[src/rtl/spi_stream_pkg.sv]
package spi_stream_pkg;

    typedef enum logic [1:0] {
        ST_IDLE = 2'd0,
        ST_HDR  = 2'd1,
        ST_WR   = 2'd2,
        ST_RD   = 2'd3
    } fsm_state_t;

    localparam int CFG_ADDR = 0;

    // Configuration byte bit positions (behavioural: host software relies on them)
    localparam int CFG_SOFT_BIT = 7;
    localparam int CFG_LSB_BIT  = 6;
    localparam int CFG_ASC_BIT  = 5;
    localparam int CFG_W4_BIT   = 4;

endpackage

[src/rtl/spi_pin_sync.sv]
module spi_pin_sync #(
    parameter int           WIDTH   = 3,
    parameter int           STAGES  = 2,
    parameter logic [WIDTH-1:0] RST_VAL = '0
) (
    input  logic             clk,
    input  logic             rst_n,
    input  logic [WIDTH-1:0] pin_i,
    output logic [WIDTH-1:0] sync_o
);

    logic [WIDTH-1:0] chain_q [STAGES];

    genvar s;
    generate
        for (s = 0; s < STAGES; s++) begin : g_stage
            always_ff @(posedge clk or negedge rst_n) begin
                if (!rst_n) begin
                    chain_q[s] <= RST_VAL;
                end else if (s == 0) begin
                    chain_q[s] <= pin_i;
                end else begin
                    chain_q[s] <= chain_q[(s > 0) ? s - 1 : 0];
                end
            end
        end
    endgenerate

    assign sync_o = chain_q[STAGES-1];

endmodule

[src/rtl/spi_cfg_reg.sv]
module spi_cfg_reg
    import spi_stream_pkg::*;
(
    input  logic       clk,
    input  logic       rst_n,
    input  logic       wr_en,
    input  logic [7:0] wdata,
    output logic [7:0] cfg_byte,
    output logic       lsb_first,
    output logic       addr_asc,
    output logic       wire4,
    output logic       soft_rst
);

    logic lsb_q, asc_q, w4_q, soft_q;

    always_ff @(posedge clk or negedge rst_n) begin
        if (!rst_n) begin
            lsb_q  <= 1'b0;
            asc_q  <= 1'b0;
            w4_q   <= 1'b0;
            soft_q <= 1'b0;
        end else begin
            soft_q <= 1'b0;
            if (wr_en) begin
                if (wdata[CFG_SOFT_BIT]) begin
                    lsb_q  <= 1'b0;
                    asc_q  <= 1'b0;
                    w4_q   <= 1'b0;
                    soft_q <= 1'b1;
                end else begin
                    lsb_q <= wdata[CFG_LSB_BIT];
                    asc_q <= wdata[CFG_ASC_BIT];
                    w4_q  <= wdata[CFG_W4_BIT];
                end
            end
        end
    end

    // Upper nibble holds the fields; lower nibble reflects them bit-reversed.
    assign cfg_byte  = {1'b0, lsb_q, asc_q, w4_q, w4_q, asc_q, lsb_q, 1'b0};
    assign lsb_first = lsb_q;
    assign addr_asc  = asc_q;
    assign wire4     = w4_q;
    assign soft_rst  = soft_q;

    AST_SOFT_ONE_CYCLE: assert property (@(posedge clk) disable iff (!rst_n)
        soft_q |=> !soft_q);

    AST_SOFT_CLEARS_CFG: assert property (@(posedge clk) disable iff (!rst_n)
        soft_q |-> (!lsb_q && !asc_q && !w4_q));

endmodule

[src/rtl/spi_stream_fsm.sv]
module spi_stream_fsm
    import spi_stream_pkg::*;
#(
    parameter int ADDR_W = 15,
    parameter int DATA_W = 8
) (
    input  logic              clk,
    input  logic              rst_n,
    input  logic              cs_act,
    input  logic              sclk_rise,
    input  logic              sclk_fall,
    input  logic              sdi,
    input  logic              cfg_lsb,
    input  logic              cfg_asc,
    input  logic              cfg_w4,
    input  logic [DATA_W-1:0] ld_byte,
    output logic              wr_stb,
    output logic              rd_stb,
    output logic [ADDR_W-1:0] addr,
    output logic [DATA_W-1:0] wdata,
    output logic              out_bit,
    output logic              drive,
    output logic              frame_w4
);

    localparam int HDR_W  = ADDR_W + 1;
    localparam int CNT_W  = $clog2(HDR_W + 1);
    localparam logic [CNT_W-1:0] HDR_LAST  = CNT_W'(HDR_W - 1);
    localparam logic [CNT_W-1:0] BYTE_LAST = CNT_W'(DATA_W - 1);

    fsm_state_t        state_q, state_d;
    logic [CNT_W-1:0]  cnt_q;
    logic [HDR_W-1:0]  hdr_q, hdr_nx;
    logic [DATA_W-1:0] dat_q, dat_nx, tx_q, wdata_q;
    logic [ADDR_W-1:0] addr_q, hdr_addr, addr_step;
    logic              hdr_dir, hdr_done;
    logic              lsb_q, asc_q, w4_q;
    logic              wr_q, rd_q, adv_q, pend_q, bit_q, drv_q;

    // Shift direction depends on the frame's bit order.
    assign hdr_nx    = lsb_q ? {sdi, hdr_q[HDR_W-1:1]} : {hdr_q[HDR_W-2:0], sdi};
    assign dat_nx    = lsb_q ? {sdi, dat_q[DATA_W-1:1]} : {dat_q[DATA_W-2:0], sdi};
    assign hdr_dir   = lsb_q ? hdr_nx[0] : hdr_nx[HDR_W-1];
    assign hdr_addr  = lsb_q ? hdr_nx[HDR_W-1:1] : hdr_nx[ADDR_W-1:0];
    assign addr_step = asc_q ? addr_q + ADDR_W'(1) : addr_q - ADDR_W'(1);
    assign hdr_done  = (state_q == ST_HDR) && sclk_rise && (cnt_q == HDR_LAST);

    // State register
    always_ff @(posedge clk or negedge rst_n) begin
        if (!rst_n) state_q <= ST_IDLE;
        else        state_q <= state_d;
    end

    // Next-state logic
    always_comb begin
        state_d = state_q;
        unique case (state_q)
            ST_IDLE: if (cs_act) state_d = ST_HDR;
            ST_HDR: begin
                if (!cs_act)       state_d = ST_IDLE;
                else if (hdr_done) state_d = hdr_dir ? ST_RD : ST_WR;
            end
            ST_WR: if (!cs_act) state_d = ST_IDLE;
            ST_RD: if (!cs_act) state_d = ST_IDLE;
        endcase
    end

    // Datapath and strobes
    always_ff @(posedge clk or negedge rst_n) begin
        if (!rst_n) begin
            cnt_q   <= '0;
            hdr_q   <= '0;
            dat_q   <= '0;
            tx_q    <= '0;
            wdata_q <= '0;
            addr_q  <= '0;
            lsb_q   <= 1'b0;
            asc_q   <= 1'b0;
            w4_q    <= 1'b0;
            wr_q    <= 1'b0;
            rd_q    <= 1'b0;
            adv_q   <= 1'b0;
            pend_q  <= 1'b0;
            bit_q   <= 1'b0;
            drv_q   <= 1'b0;
        end else begin
            wr_q   <= 1'b0;
            rd_q   <= 1'b0;
            adv_q  <= 1'b0;
            pend_q <= rd_q;
            if (state_q == ST_IDLE) begin
                lsb_q <= cfg_lsb;
                asc_q <= cfg_asc;
                w4_q  <= cfg_w4;
            end
            if (!cs_act) begin
                cnt_q <= '0;
                drv_q <= 1'b0;
            end else begin
                unique case (state_q)
                    ST_HDR: begin
                        if (sclk_rise) begin
                            hdr_q <= hdr_nx;
                            if (cnt_q == HDR_LAST) begin
                                cnt_q  <= '0;
                                addr_q <= hdr_addr;
                                rd_q   <= hdr_dir;
                            end else begin
                                cnt_q <= cnt_q + CNT_W'(1);
                            end
                        end
                    end
                    ST_WR, ST_RD: begin
                        if (sclk_rise) begin
                            dat_q <= dat_nx;
                            if (cnt_q == BYTE_LAST) begin
                                cnt_q <= '0;
                                if (state_q == ST_WR) begin
                                    wr_q    <= 1'b1;
                                    wdata_q <= dat_nx;
                                end else begin
                                    adv_q <= 1'b1;
                                end
                            end else begin
                                cnt_q <= cnt_q + CNT_W'(1);
                            end
                        end
                    end
                    ST_IDLE: cnt_q <= '0;
                endcase
            end
            if (wr_q) addr_q <= addr_step;
            if (adv_q) begin
                addr_q <= addr_step;
                rd_q   <= 1'b1;
            end
            if (pend_q) begin
                tx_q <= ld_byte;
            end else if ((state_q == ST_RD) && cs_act && sclk_fall) begin
                drv_q <= 1'b1;
                bit_q <= lsb_q ? tx_q[0] : tx_q[DATA_W-1];
                tx_q  <= lsb_q ? {1'b0, tx_q[DATA_W-1:1]} : {tx_q[DATA_W-2:0], 1'b0};
            end
        end
    end

    // Outputs
    assign wr_stb   = wr_q;
    assign rd_stb   = rd_q;
    assign addr     = addr_q;
    assign wdata    = wdata_q;
    assign out_bit  = bit_q;
    assign drive    = drv_q;
    assign frame_w4 = w4_q;

    AST_WR_ONE_CYCLE: assert property (@(posedge clk) disable iff (!rst_n)
        wr_q |=> !wr_q);

    AST_ADDR_STEP: assert property (@(posedge clk) disable iff (!rst_n)
        (wr_q || adv_q) |=> (addr_q == ($past(asc_q) ? $past(addr_q) + ADDR_W'(1)
                                                     : $past(addr_q) - ADDR_W'(1))));

    AST_ABORT_TO_IDLE: assert property (@(posedge clk) disable iff (!rst_n)
        !cs_act |=> (state_q == ST_IDLE) && !drv_q);

    AST_DRIVE_IN_READ: assert property (@(posedge clk) disable iff (!rst_n)
        drv_q |-> (state_q == ST_RD));

endmodule

[src/rtl/spi_stream_slave.sv]
module spi_stream_slave
    import spi_stream_pkg::*;
#(
    parameter int ADDR_W      = 15,
    parameter int DATA_W      = 8,
    parameter int SYNC_STAGES = 2
) (
    input  logic              clk,
    input  logic              rst_n,
    input  logic              sclk_i,
    input  logic              csn_i,
    input  logic              sdio_in_i,
    output logic              sdio_out_o,
    output logic              sdio_oe_o,
    output logic              sdo_o,
    output logic              reg_wr_o,
    output logic              reg_rd_o,
    output logic [ADDR_W-1:0] reg_addr_o,
    output logic [DATA_W-1:0] reg_wdata_o,
    input  logic [DATA_W-1:0] reg_rdata_i,
    output logic              soft_rst_o
);

    localparam logic [2:0] SYNC_RST = 3'b010; // {sclk, csn, sdi}

    logic [2:0]        pins_s;
    logic              sclk_s, csn_s, sdi_s, sclk_d_q;
    logic              sclk_rise, sclk_fall, cs_act;
    logic              wr_stb, rd_stb, out_bit, drive, frame_w4;
    logic              is_cfg, sel_cfg_q;
    logic [ADDR_W-1:0] addr;
    logic [DATA_W-1:0] wdata, ld_byte;
    logic [7:0]        cfg_byte;
    logic              cfg_lsb, cfg_asc, cfg_w4, soft_rst;

    spi_pin_sync #(.WIDTH(3), .STAGES(SYNC_STAGES), .RST_VAL(SYNC_RST)) u_sync (
        .clk    (clk),
        .rst_n  (rst_n),
        .pin_i  ({sclk_i, csn_i, sdio_in_i}),
        .sync_o (pins_s)
    );

    assign sclk_s = pins_s[2];
    assign csn_s  = pins_s[1];
    assign sdi_s  = pins_s[0];
    assign cs_act = !csn_s;

    always_ff @(posedge clk or negedge rst_n) begin
        if (!rst_n) begin
            sclk_d_q  <= 1'b0;
            sel_cfg_q <= 1'b0;
        end else begin
            sclk_d_q <= sclk_s;
            if (rd_stb) sel_cfg_q <= is_cfg;
        end
    end

    assign sclk_rise = sclk_s && !sclk_d_q;
    assign sclk_fall = !sclk_s && sclk_d_q;
    assign is_cfg    = (addr == ADDR_W'(CFG_ADDR));
    assign ld_byte   = sel_cfg_q ? DATA_W'(cfg_byte) : reg_rdata_i;

    spi_stream_fsm #(.ADDR_W(ADDR_W), .DATA_W(DATA_W)) u_fsm (
        .clk       (clk),
        .rst_n     (rst_n),
        .cs_act    (cs_act),
        .sclk_rise (sclk_rise),
        .sclk_fall (sclk_fall),
        .sdi       (sdi_s),
        .cfg_lsb   (cfg_lsb),
        .cfg_asc   (cfg_asc),
        .cfg_w4    (cfg_w4),
        .ld_byte   (ld_byte),
        .wr_stb    (wr_stb),
        .rd_stb    (rd_stb),
        .addr      (addr),
        .wdata     (wdata),
        .out_bit   (out_bit),
        .drive     (drive),
        .frame_w4  (frame_w4)
    );

    spi_cfg_reg u_cfg (
        .clk       (clk),
        .rst_n     (rst_n),
        .wr_en     (wr_stb && is_cfg),
        .wdata     (wdata[7:0]),
        .cfg_byte  (cfg_byte),
        .lsb_first (cfg_lsb),
        .addr_asc  (cfg_asc),
        .wire4     (cfg_w4),
        .soft_rst  (soft_rst)
    );

    assign reg_wr_o    = wr_stb && !is_cfg;
    assign reg_rd_o    = rd_stb && !is_cfg;
    assign reg_addr_o  = addr;
    assign reg_wdata_o = wdata;
    assign soft_rst_o  = soft_rst;
    assign sdo_o       = frame_w4 && drive && out_bit;
    assign sdio_oe_o   = !frame_w4 && drive;
    assign sdio_out_o  = !frame_w4 && drive && out_bit;

    AST_NO_DUAL_STROBE: assert property (@(posedge clk) disable iff (!rst_n)
        !(reg_wr_o && reg_rd_o));

    AST_OE_NOT_4WIRE: assert property (@(posedge clk) disable iff (!rst_n)
        sdio_oe_o |-> (sdo_o == 1'b0));

endmodule

[config.mk]
export PLATFORM = sky130hd
export DESIGN_NAME = spi_stream_slave
export DESIGN_NICKNAME = d
export VERILOG_FILES = /design/src/rtl/spi_stream_pkg.sv /design/src/rtl/spi_pin_sync.sv /design/src/rtl/spi_cfg_reg.sv /design/src/rtl/spi_stream_fsm.sv /design/src/rtl/spi_stream_slave.sv
export SDC_FILE = /design/constraint.sdc
export NUM_CORES = 1
export LEC_CHECK = 0
export BUFFER_PORTS_ARGS = -buffer_cell sky130_fd_sc_hd__buf_4
export CAP_MARGIN = 0
export CORE_MARGIN = 4
export CORE_UTILIZATION = 47
export CTS_CLUSTER_SIZE = 20
export DETAILED_ROUTE_END_ITERATION = 8
export GPL_ROUTABILITY_DRIVEN = 0
export PLACE_DENSITY = 0.65
export SETUP_SLACK_MARGIN = 0.3
export SYNTH_ARGS = -nofsm -noshare
export SYNTH_HDL_FRONTEND = slang
export SYNTH_SLANG_ARGS = --single-unit
[constraint.sdc]
create_clock -name clk -period 2.85 [get_ports clk]
set_input_delay 0.285 -clock clk [delete_from_list [all_inputs] [get_ports clk]]
set_output_delay 0.285 -clock clk [all_outputs]
set_load 0.02 [all_outputs]
==> results of run 1 <==
-- layout make-up --
type	instances	share of cell area, %
multi-input cells	373	45.0
flip-flops and latches	83	40.2
repair buffers	53	7.68
well taps	129	3.12
clock buffers	11	2.73
clock inverters	5	0.725
inverters	7	0.580
-- state kept, by name (all words and copies together) (netlist names), 2 cells and up --
name and cells:
u_fsm.tx_q 8, u_fsm.addr 15, u_sync.chain_q 3, u_fsm.dat_q 8, u_sync.sync_o 3, u_fsm.cnt_q 5
u_fsm.hdr_q 16, u_fsm.wdata 8, u_fsm.state_q 2
-- critical path, delay by kind of cell (launching register included) --
family	cells	cell delay [ns]
buffers and inverters	2	0.37
AOI/OAI and AO/OA	5	0.92
DFF	1	0.42
adders and majority gates	1	0.41
and+or+nand+nor	1	0.19
-- layout by cell type, fill, tap and decap left out, types with 2 or more instances in the layout --
cell        count
ha_1           15
dfrtp_1        79
a2111oi_1       2
dfstp_2         2
dfrtp_2         2
nand3_1         6
a31oi_1         2
and3_1          7
mux2i_1        30
o211ai_1        9
xor2_1          6
nand2_1        38
and2_1          3
nor4_1          4
a211oi_1       13
nand4_1         3
a211oi_2        2
a21o_1          6
nor3_1          9
a21oi_1        76
clkinvlp_4      3
nor2_1         63
o21a_1          4
buf_4          51
o22ai_1         2
nor2b_1        15
mux2_2          3
o21ai_0        22
inv_1           6
nor3b_4         2
nand2b_1        6
o31ai_1         6
clkbuf_8       10
-- how the worst max path moves through the flow --
stage | startpoint | cells after the start | endpoint
after floorplan | u_fsm.asc_q | 9 | u_fsm.addr[12]
after global placement | u_fsm.asc_q | 8 | u_fsm.addr[8]
after detailed placement | u_fsm.cnt_q[0] | 8 | u_fsm.addr[0]
after CTS | u_fsm.cnt_q[0] | 8 | u_fsm.addr[0]
after global routing | u_fsm.asc_q | 9 | u_fsm.addr[8]
final | u_fsm.asc_q | 9 | u_fsm.addr[14]
-- cells in the mapped netlist (all sizes together) (2+ instances only) --
| master | instances |
|---|---|
| and2 | 3 |
| o22ai | 2 |
| nor2b | 15 |
| a31oi | 2 |
| o31ai | 6 |
| buf | 12 |
| nand2b | 6 |
| mux2i | 30 |
| clkbuf | 17 |
| a2111oi | 2 |
| a211oi | 15 |
| inv | 7 |
| o21ai | 22 |
| nand2 | 38 |
| ha | 16 |
| nor3b | 3 |
| xor2 | 6 |
| nor3 | 9 |
| o211ai | 9 |
| nand4 | 3 |
| dfstp | 2 |
| o21a | 4 |
| nand3 | 7 |
| dfrtp | 81 |
| and3 | 8 |
| mux2 | 3 |
| nor4 | 4 |
| nor2 | 64 |
| a21oi | 77 |
| a21o | 6 |
-- kinds of logic after synthesis --
family	after synthesis	share of synthesized area, %
simple gates	165	17.4
compound gates	152	20.0
xor+xnor	6	1.15
mux	33	7.33
buf+inv	36	3.73
flops	83	45.6
fa+ha+maj	17	4.83
-- what timing repair did --
item | in CTS | in global routing
gates resized for setup | 0 | 8
hold endpoints to repair | 45 | 0
endpoints found under the setup margin | 0 | 8
buffers inserted | 0 | 3
hold buffers | 1 | 0
-- report_power, final --
group | total [W] | internal (W) | switching (W)
Combinational | 0.000256 | 0.000114 | 0.000143
Clock | 0.000779 | 0.000344 | 0.000435
Sequential | 0.00135 | 0.00126 | 0.0000899
-- layer usage --
metal / up-vias / share of wire, % / GRT usage (%)
met1: 1731 / 50 / 27.3
met5: - / 0 / 0
met3: 8 / 4.2 / 3.89
li1: 1830 / - / -
met2: 73 / 45 / 30.1
met4: 0 / 0.76 / 5.11
-- stage by stage --
step | setup WS (ns) | power (W) | instance area [µm²] | cells | util, %
finish | 0.432 | 0.00238 | 5180 | 661 | 55.5
global route | 0.297 | 0.00252 | 5180 | 661 | 55.5
CTS | 0.314 | 0.00241 | 5140 | 658 | 55.1
detailed placement | 0.328 | 0.00163 | 4950 | 641 | 53.0
global placement | 0.473 | 0.00162 | 4950 | 641 | 53.0
floorplan | 0.604 | 0.00152 | 4560 | 492 | -
==> impl_metrics.env, run 1 <==
export IMPL_vias=3642
export IMPL_cp_slowest_cell="dfrtp_2"
export IMPL_die_y_um=107
export IMPL_max_vdd_ir_drop_mv=0.299
export IMPL_min_period_ns=2.42
export IMPL_clockBufferDepth=2
export IMPL_synth_distinct_cells=49
export IMPL_antenna_left=0
export IMPL_port_buffers=41
export IMPL_wl_per_cell_um=15.7
export IMPL_fmax_mhz=414
export IMPL_cp_common_cell="o21ai_0"
export IMPL_maxCapViolations=0
export IMPL_worst_pin_slew_ns=0.970
export IMPL_end_kind="flop"
export IMPL_cts_tree="built"
export IMPL_drive_gt1_share_pct=16.0
export IMPL_power_density_nw_per_um2=460
export IMPL_hold_start="sdio_in_i"
export IMPL_crit_chain="clkinvlp_4, buf_2, ha_2, o21a_1, o21ai_0, a211oi_2, o21ai_0, and3_1, o31ai_1"
export IMPL_initial_core_util_pct=48.9
export IMPL_rows=35
export IMPL_ios=42
export IMPL_synth_main_ff_cell="dfrtp_1"
export IMPL_detail_route_iter0_violations=182
export IMPL_overflow=0
export IMPL_synth_seq_cells=83
export IMPL_maxSlewViolCount=0
export IMPL_fill_cells=854
export IMPL_required_ns=3.11
export IMPL_r2r_start="u_fsm.asc_q"
export IMPL_synth_top_area_cell="dfrtp_1"
export IMPL_yosysWarnings=0
export IMPL_clk_latency_ns=0.35
export IMPL_setup_viol=0
export IMPL_grt_max_degree=52
export IMPL_coreArea_um2=9330
export IMPL_grt_pass1_wl_um=17500
export IMPL_antenna_found_initial=0
export IMPL_r2r_end="u_fsm.addr[14]"
export IMPL_vias_per_cell=5.51
export IMPL_die_x_um=107
export IMPL_htreeDepth=3
export IMPL_wirelength_um=10400
export IMPL_syn_area_um2=4560
export IMPL_syn_num_nets=522
export IMPL_critPathArrivalTime_ns=2.67
export IMPL_synthTopCellsByArea="dfrtp_1 (44%), a21oi_1 (8.3%), mux2i_1 (6.6%)"
export IMPL_holdPathEnd="u_sync.chain_q[3]"
export IMPL_p_leak_nw=2.26
export IMPL_post_route_period_util_pct=84.8
export IMPL_relSlewSlack_pct=35.3
export IMPL_synth_seq_area_share_pct=45.6
export IMPL_place_hpwl_um=7380
export IMPL_synth_cells=492
export IMPL_synth_top_cell_area_share_pct=44.4
export IMPL_crit_type="flop to flop"
export IMPL_cts_root_buf="clkbuf_8"
export IMPL_numCtsBuffers=9
export IMPL_syn_to_final_growth_pct=13.6
export IMPL_grt_pass1_vias=3567
export IMPL_drt_pass1_iter_count=4
export IMPL_timing_setup_tns_ns=0
export IMPL_n_antenna_cell=0
export IMPL_hold_viol_final=0
export IMPL_cts_clk_slew_worst_paths_ns=0.09
export IMPL_route_detailed_drc=0
export IMPL_rsz0062_at_grt="no"
export IMPL_async_flop_share_pct=100
export IMPL_multi_input_area_um2=2330
export IMPL_track_usage_pct=19.2
export IMPL_status="finished clean"
export IMPL_cp_slowest_stage_delay_ns=0.42
export IMPL_crit_fanout=8
export IMPL_layout_area_seq_um2=2080
export IMPL_clock_skew_ns=0.0144
export IMPL_numClockSinks=83
export IMPL_holdPathStages=1
export IMPL_die_area_um2=11300
export IMPL_synth_edf_count=0
export IMPL_nNetsFinal=557
export IMPL_reg2regPathDepth=9
export IMPL_worst_setup_path_start_kind="flop"
export IMPL_hold_worst_slack_ns=0.0360
export IMPL_holdCritPathClass="input pin to flop"
export IMPL_syn_mean_instance_area_um2=9.27
export IMPL_r2r_slack_ns=0.43
Note: power is estimated with default switching activity, not from simulation.
==> run 2, diff against run 1 <==
--- a/config.mk
+++ b/config.mk
@@ -5,6 +5,7 @@
 export SDC_FILE = /design/constraint.sdc
 export NUM_CORES = 1
 export LEC_CHECK = 0
+export ABC_AREA = 1
 export BUFFER_PORTS_ARGS = -buffer_cell sky130_fd_sc_hd__buf_4
 export CAP_MARGIN = 0
 export CORE_MARGIN = 4
==> constraint.sdc (replaced) <==
create_clock -name clk -period 2.5 [get_ports clk]
set_input_delay 0.25 -clock clk [delete_from_list [all_inputs] [get_ports clk]]
set_output_delay 0.25 -clock clk [all_outputs]
set_load 0.02 [all_outputs]
==> run 2 against run 1 <==
  * Critical path type is now flop to primary output
  * Core utilization grew 0.66 points
  * Cell count increased by 25%
  * Area after synthesis grew 5.2%
  * Wire length is 5.7% higher
  * Register-to-register slack gained 0.04 ns
  * Clock power up 37%
  * Setup slack got worse by 0.025 ns
  * Die area increased by 4.8%
  * Combinational power is 94% higher
==> impl_metrics.env, run 2 <==
export IMPL_status="finished clean"
export IMPL_yosysWarnings=0
export IMPL_syn_num_nets=669
export IMPL_crit_chain="nor2_1, nand3_1, nor4_1, nand2_1, inv_1, nor2_1, buf_4"
export IMPL_cts_tree="built"
export IMPL_top_register="u_fsm.hdr_q"
export IMPL_busiest_layer="met2"
export IMPL_coreArea_um2=9860
export IMPL_power_density_nw_per_um2=573
export IMPL_wirelength_um=11000
export IMPL_max_vdd_ir_drop_mv=0.361
export IMPL_vias_per_cell=5.08
export IMPL_drt_pass1_iter_count=5
export IMPL_cp_slowest_stage_delay_ns=0.43
export IMPL_critPathArrivalTime_ns=1.84
export IMPL_cts_root_buf="clkbuf_8"
export IMPL_instances_no_fill=824
export IMPL_cp_common_cell="nor2_1"
export IMPL_holdCritPathClass="input pin to flop"
export IMPL_syn_mean_instance_area_um2=7.51
export IMPL_p_leak_nw=2.77
export IMPL_die_area_um2=11900
export IMPL_n_antenna_cell=0
export IMPL_grt_pass1_vias=3993
export IMPL_ys_top_cells_by_count="nand2_1 (174), inv_1 (96), dfrtp_1 (81)"
export IMPL_drive_gt1_share_pct=12.6
export IMPL_worst_setup_path_start_kind="flop"
export IMPL_cts_clk_slew_worst_paths_ns=0.09
export IMPL_place_ws_ns=0.422
export IMPL_antenna_left=0
export IMPL_antenna_found_initial=0
export IMPL_wl_per_cell_um=13.3
export IMPL_grt_max_degree=49
export IMPL_syn_to_final_growth_pct=15.5
export IMPL_crit_fanout=4
export IMPL_yosysMostFrequentCell="nand2_1"
export IMPL_required_ns=2.25
export IMPL_end_kind="primary output"
export IMPL_detail_route_iter0_violations=257
export IMPL_overflow=0
export IMPL_r2r_slack_ns=0.47
export IMPL_synth_main_ff_cell="dfrtp_1"
export IMPL_power_w=0.00317
export IMPL_synth_top_area_cell="dfrtp_1"
export IMPL_crit_family="simple AND/OR/NAND/NOR gates"
export IMPL_crit_type="flop to primary output"
export IMPL_die_y_um=109
export IMPL_hold_viol_final=0
export IMPL_worst_pin_slew_ns=0.552
export IMPL_rsz0062_at_grt="no"
export IMPL_grt_use_met2_pct=31.1
export IMPL_clk_latency_ns=0.36
export IMPL_maxSlewViolCount=0
export IMPL_setup_slack_ns=0.407
export IMPL_maxCapViolations=0
export IMPL_htreeDepth=3
export IMPL_rows=36
export IMPL_vias=4187
export IMPL_layout_commonest_cell="nand2_1"
export IMPL_track_usage_pct=19.8
export IMPL_synth_seq_cells=83
export IMPL_port_buffers=41
export IMPL_final_cell_mix="nand2_1 (174), inv_1 (95), dfrtp_1 (80)"
export IMPL_setup_viol=0
export IMPL_fmax_mhz=478
export IMPL_grtUsageMet1_pct=28.2
export IMPL_synthTopCellsByArea="dfrtp_1 (42%), nand2_1 (14%), inv_1 (7.5%)"
export IMPL_clock_skew_ns=0.0117
export IMPL_met3_usage_pct=3.73
export IMPL_synth_seq_area_share_pct=43.3
export IMPL_synth_edf_count=0
export IMPL_clockBufferDepth=2
export IMPL_relSlewSlack_pct=63.2
export IMPL_async_flop_share_pct=100
export IMPL_ios=42
export IMPL_fill_cells=921
export IMPL_die_x_um=109
export IMPL_place_hpwl_um=8090
export IMPL_syn_area_um2=4800
export IMPL_cp_slowest_cell="dfrtp_1"
export IMPL_synth_cells=639
export IMPL_timing_setup_tns_ns=0
export IMPL_synth_top_cell_area_share_pct=42.2
export IMPL_dp_cells=803
export IMPL_numClockSinks=83
export IMPL_post_route_period_util_pct=83.7
export IMPL_synth_distinct_cells=38
export IMPL_nNetsFinal=717
export IMPL_route_detailed_drc=0
export IMPL_largest_register_ff_count=16
export IMPL_numCtsBuffers=9
export IMPL_initial_core_util_pct=48.6
export IMPL_grt_pass1_wl_um=18600
export IMPL_cp_buffers_inverters=2
export IMPL_min_period_ns=2.09
-- run 2: changes by cell type after synthesis, moves of 6 or more --
cell      previous run  this run
a31oi_1              2         9
and3_1               8         0
nand3_1              7        40
nand2b_1             6         0
mux2i_1             30         0
a211oi_1            13         0
a21oi_1             76        31
a21o_1               6         0
inv_1                7        96
nand2_1             38       174
nor2b_1             15         0
nor2_1              63        48
o21ai_0             22        69
clkbuf_1            16         8
-- run 2: through the flow --
stage / utilization, % / hold slack, ns / instance area [µm²]
2_1_floorplan: - / -0.0456 / 4800
3_5_place_dp: 53.2 / 0.285 / 5250
6_report: 56.2 / 0.127 / 5540
5_1_grt: 56.2 / 0.116 / 5540
4_1_cts: 55.8 / 0.120 / 5510
3_3_place_gp: 53.2 / 0.290 / 5250
-- run 2: timing repair --
action                     CTS  global route
hold endpoints to repair    43             0
gates resized for setup      0             3
setup endpoints to repair    0            11
hold buffers                 4             0
buffers inserted             0             2
-- run 2: routing by layer --
| metal | part of all wire [%] | wire length, µm | vias up |
|---|---|---|---|
| li1 | - | - | 2148 |
| met1 | 48 | 5280 | 1947 |
| met3 | 4.2 | 458 | 11 |
| met2 | 47 | 5120 | 81 |
| met5 | 0 | 0 | - |
| met4 | 1.2 | 136 | 0 |
-- run 2: power breakdown --
part	total (W)	internal (W)	leakage, nW	switching (W)
Clock	0.00107	0.000587	0.110	0.000486
Sequential	0.00160	0.00148	1.06	0.000120
Combinational	0.000497	0.000189	1.60	0.000308
-- run 2: layout make-up --
type | instances | area [µm²] | share of cell area, %
clock inverter | 4 | 73.8 | 1.33
clock buffer | 11 | 141 | 2.55
timing repair buffer | 55 | 460 | 8.31
tap | 133 | 166 | 3.00
sequential | 83 | 2080 | 37.5
multi-input combinational | 436 | 2220 | 40.1
inverter | 102 | 397 | 7.16
-- run 2: kinds of logic after synthesis --
family / count (synthesis) / share of synthesized area, %
buf+inv: 120 / 10.4
mux: 2 / 0.469
simple gates: 286 / 26.1
xor+xnor: 5 / 0.913
compound gates: 126 / 14.2
flops: 83 / 43.3
fa+ha+maj: 17 / 4.59
-- run 2: worst register-to-register path: stages, from the launching register on --
cell,delay (ns)
dfrtp_2,0.42
clkinvlp_4,0.15
buf_12,0.17
ha_1,0.35
a21oi_1,0.25
nand2_1,0.11
a21oi_1,0.18
nand2_1,0.07
nand2_1,0.06
nand3_1,0.06
nand2_1,0.06
nand2_1,0.05
-- run 2: final timing paths --
| check | cells past startpoint | endpoint | from |
|---|---|---|---|
| hold reg to reg | 0 | u_sync.sync_o[0] | u_sync.chain_q[3] |
| setup / recovery | 7 | reg_rd_o | u_fsm.addr[11] |
| min in group asynchronous | 2 | u_fsm.addr[12] | rst_n |
| hold / removal | 3 | u_fsm.tx_q[0] | reg_rdata_i[0] |
| max in group asynchronous | 3 | u_sync.chain_q[4] | rst_n |
| setup reg to reg | 11 | u_fsm.addr[14] | u_fsm.asc_q |
==> run 3, diff against run 2 <==
--- a/config.mk
+++ b/config.mk
@@ -13,7 +13,7 @@
 export CTS_CLUSTER_SIZE = 20
 export DETAILED_ROUTE_END_ITERATION = 8
 export GPL_ROUTABILITY_DRIVEN = 0
-export PLACE_DENSITY = 0.65
+export PLACE_DENSITY = 0.68
 export SETUP_SLACK_MARGIN = 0.3
 export SYNTH_ARGS = -nofsm -noshare
 export SYNTH_HDL_FRONTEND = slang
==> constraint.sdc (replaced) <==
create_clock -name clk -period 1.7 [get_ports clk]
set_input_delay 0.17 -clock clk [delete_from_list [all_inputs] [get_ports clk]]
set_output_delay 0.17 -clock clk [all_outputs]
set_load 0.02 [all_outputs]
==> run 3 against run 2 <==
  * Highest routed layer unchanged
  * The flow now finishes with violations (setup timing)
  * Hold slack got worse by 0.084 ns
  * Sequential share of layout area fell by 9.2 points
  * Clock skew grew 0.0020 ns
  * Die area is the same
  * Largest cell class unchanged
==> impl_metrics.env, run 3 (same netlist as run 2, synthesis figures left out) <==
export IMPL_antenna_left=0
export IMPL_sw_frac_of_total_pct=31.0
export IMPL_place_hpwl_um=8660
export IMPL_ios=42
export IMPL_fmax_mhz=553
export IMPL_die_x_um=109
export IMPL_clk_latency_ns=0.36
export IMPL_vias_per_cell=5.25
export IMPL_drive_gt1_share_pct=46.7
export IMPL_numCtsBuffers=9
export IMPL_p_leak_nw=3.52
export IMPL_clock_skew_ns=0.0138
export IMPL_setup_viol=24
export IMPL_power_w=0.00504
export IMPL_rows=36
export IMPL_nNetsFinal=803
export IMPL_crit_type="flop to flop"
export IMPL_fill_cells=652
export IMPL_comb_power_share_pct=21.6
export IMPL_die_y_um=109
export IMPL_power_density_nw_per_um2=684
export IMPL_relSlewSlack_pct=57.3
export IMPL_overflow=0
export IMPL_p_seq_share_pct=47.8
export IMPL_min_period_ns=1.81
export IMPL_route_detailed_drc=0
export IMPL_n_antenna_cell=0
export IMPL_post_route_period_util_pct=106
export IMPL_antenna_found_initial=0
export IMPL_wl_per_cell_um=15.5
export IMPL_final_cell_mix="nand2_1 (107), buf_4 (88), inv_1 (82)"
export IMPL_power_internal_w=0.00348
export IMPL_clockBufferDepth=2
export IMPL_detail_route_iter0_violations=312
export IMPL_max_vdd_ir_drop_mv=0.555
export IMPL_rsz0062_at_grt="yes"
export IMPL_top_register="u_fsm.hdr_q"
export IMPL_switching_power_w=0.00156
export IMPL_place_ws_ns=-0.103
export IMPL_required_ns=1.94
export IMPL_die_area_um2=11900
export IMPL_timing_setup_tns_ns=-1.11
export IMPL_port_buffers=41
export IMPL_cts_tree="built"
export IMPL_track_usage_pct=22.6
export IMPL_grt_max_degree=50
export IMPL_worst_pin_slew_ns=0.634
export IMPL_hold_worst_slack_ns=0.0429
export IMPL_worst_setup_path_start_kind="flop"
export IMPL_critPathArrivalTime_ns=2.05
export IMPL_drt_pass1_iter_count=7
export IMPL_maxSlewViolCount=0
export IMPL_numClockSinks=83
export IMPL_violations="setup timing"
export IMPL_syn_to_final_growth_pct=53.8
export IMPL_wirelength_um=14100
export IMPL_holdCritPathClass="input pin to flop"
export IMPL_setup_slack_ns=-0.108
export IMPL_grt_pass1_vias=4630
export IMPL_largest_register_ff_count=16
export IMPL_status="finished, violations left"
export IMPL_crit_fanout=8
export IMPL_layout_commonest_cell="nand2_1"
export IMPL_vias=4783
export IMPL_grt_pass1_wl_um=21500
export IMPL_maxCapViolations=0
export IMPL_hold_viol_final=0
export IMPL_htreeDepth=3
export IMPL_coreArea_um2=9860
export IMPL_cts_clk_slew_worst_paths_ns=0.09
export IMPL_end_kind="flop"
export IMPL_initial_core_util_pct=48.6
export IMPL_power_frac_clock_pct=30.6
export IMPL_cts_root_buf="clkbuf_8"
## run 3: cell types whose count changed in the layout (fill, tap and decap cells not counted), moves of 21 or more
| cell | previous run | this run |
|---|---|---|
| o21ai_0 | 69 | 28 |
| nand3_1 | 40 | 19 |
| buf_4 | 48 | 88 |
| buf_6 | 0 | 35 |
| nand2_1 | 174 | 107 |
| nor2_1 | 48 | 25 |
| o21ai_1 | 2 | 24 |
| nand2_2 | 0 | 51 |
## run 3: layout make-up
class | instances | area [µm²] | area share, %
multi-input cells | 436 | 3130 | 42.5
repair buffers | 137 | 1300 | 17.6
clock buffers | 11 | 131 | 1.78
inverters | 102 | 425 | 5.77
flip-flops and latches | 83 | 2090 | 28.4
repair inverters | 4 | 50.0 | 0.678
well taps | 133 | 166 | 2.26
clock inverters | 5 | 78.8 | 1.07
## run 3: timing repair
item | CTS | global route
hold buffers | 4 | 0
endpoints found under the setup margin | 70 | 68
gates cloned | 4 | 5
pin swaps | 47 | 33
setup buffers | 28 | 24
hold endpoints to repair | 26 | 0
resized for setup | 134 | 176
## run 3: worst paths after layout
path                            cells past startpoint          endpoint  slack (ns)               from
worst max-delay path                               11    u_fsm.addr[13]       -0.11     u_fsm.cnt_q[1]
min in group asynchronous                           2    u_cfg.soft_rst        0.27              rst_n
worst min register to register                      0  u_sync.sync_o[0]        0.35  u_sync.chain_q[3]
worst max register to register                     11    u_fsm.addr[13]       -0.11     u_fsm.cnt_q[1]
max in group asynchronous                           3     u_fsm.addr[2]        0.82              rst_n
worst min-delay path                                3     u_fsm.tx_q[6]        0.04     reg_rdata_i[6]
## run 3: worst max-delay path: stages, from the launching register on
cell and delay, ns:
dfrtp_1 0.42, ha_4 0.19, nand2_4 0.08, nor2_4 0.05, ha_4 0.18, nand3_4 0.11
nor2_8 0.05, nor2_4 0.18, buf_6 0.17, clkinv_8 0.08, nor2_1 0.13, a21oi_2 0.04
## run 3: per-stage QoR
| stage | util [%] | instances | instance area, µm² |
|---|---|---|---|
| CTS | 66.3 | 882 | 6540 |
| finish | 74.8 | 911 | 7380 |
| global route | 74.8 | 911 | 7380 |
| detailed placement | 56.8 | 830 | 5610 |
| global placement | 56.8 | 830 | 5610 |
| floorplan | - | 639 | 4940 |
## run 3: per-layer routing
layer	vias up	wire [µm]	GRT usage [%]
met3	23	492	3.43
met2	116	7140	37.1
met5	-	0	0
met1	2316	6240	30.3
li1	2328	-	-
met4	0	252	8.39
## run 3: power by group through the flow
stage	combinational, W	sequential, W	clock, W
6_report	0.00109	0.00241	0.00155
5_1_grt	0.00120	0.00244	0.00166
4_1_cts	0.000867	0.00235	0.00157
3_5_place_dp	0.000764	0.00238	0
3_3_place_gp	0.000740	0.00238	0
2_1_floorplan	0.000531	0.00235	0
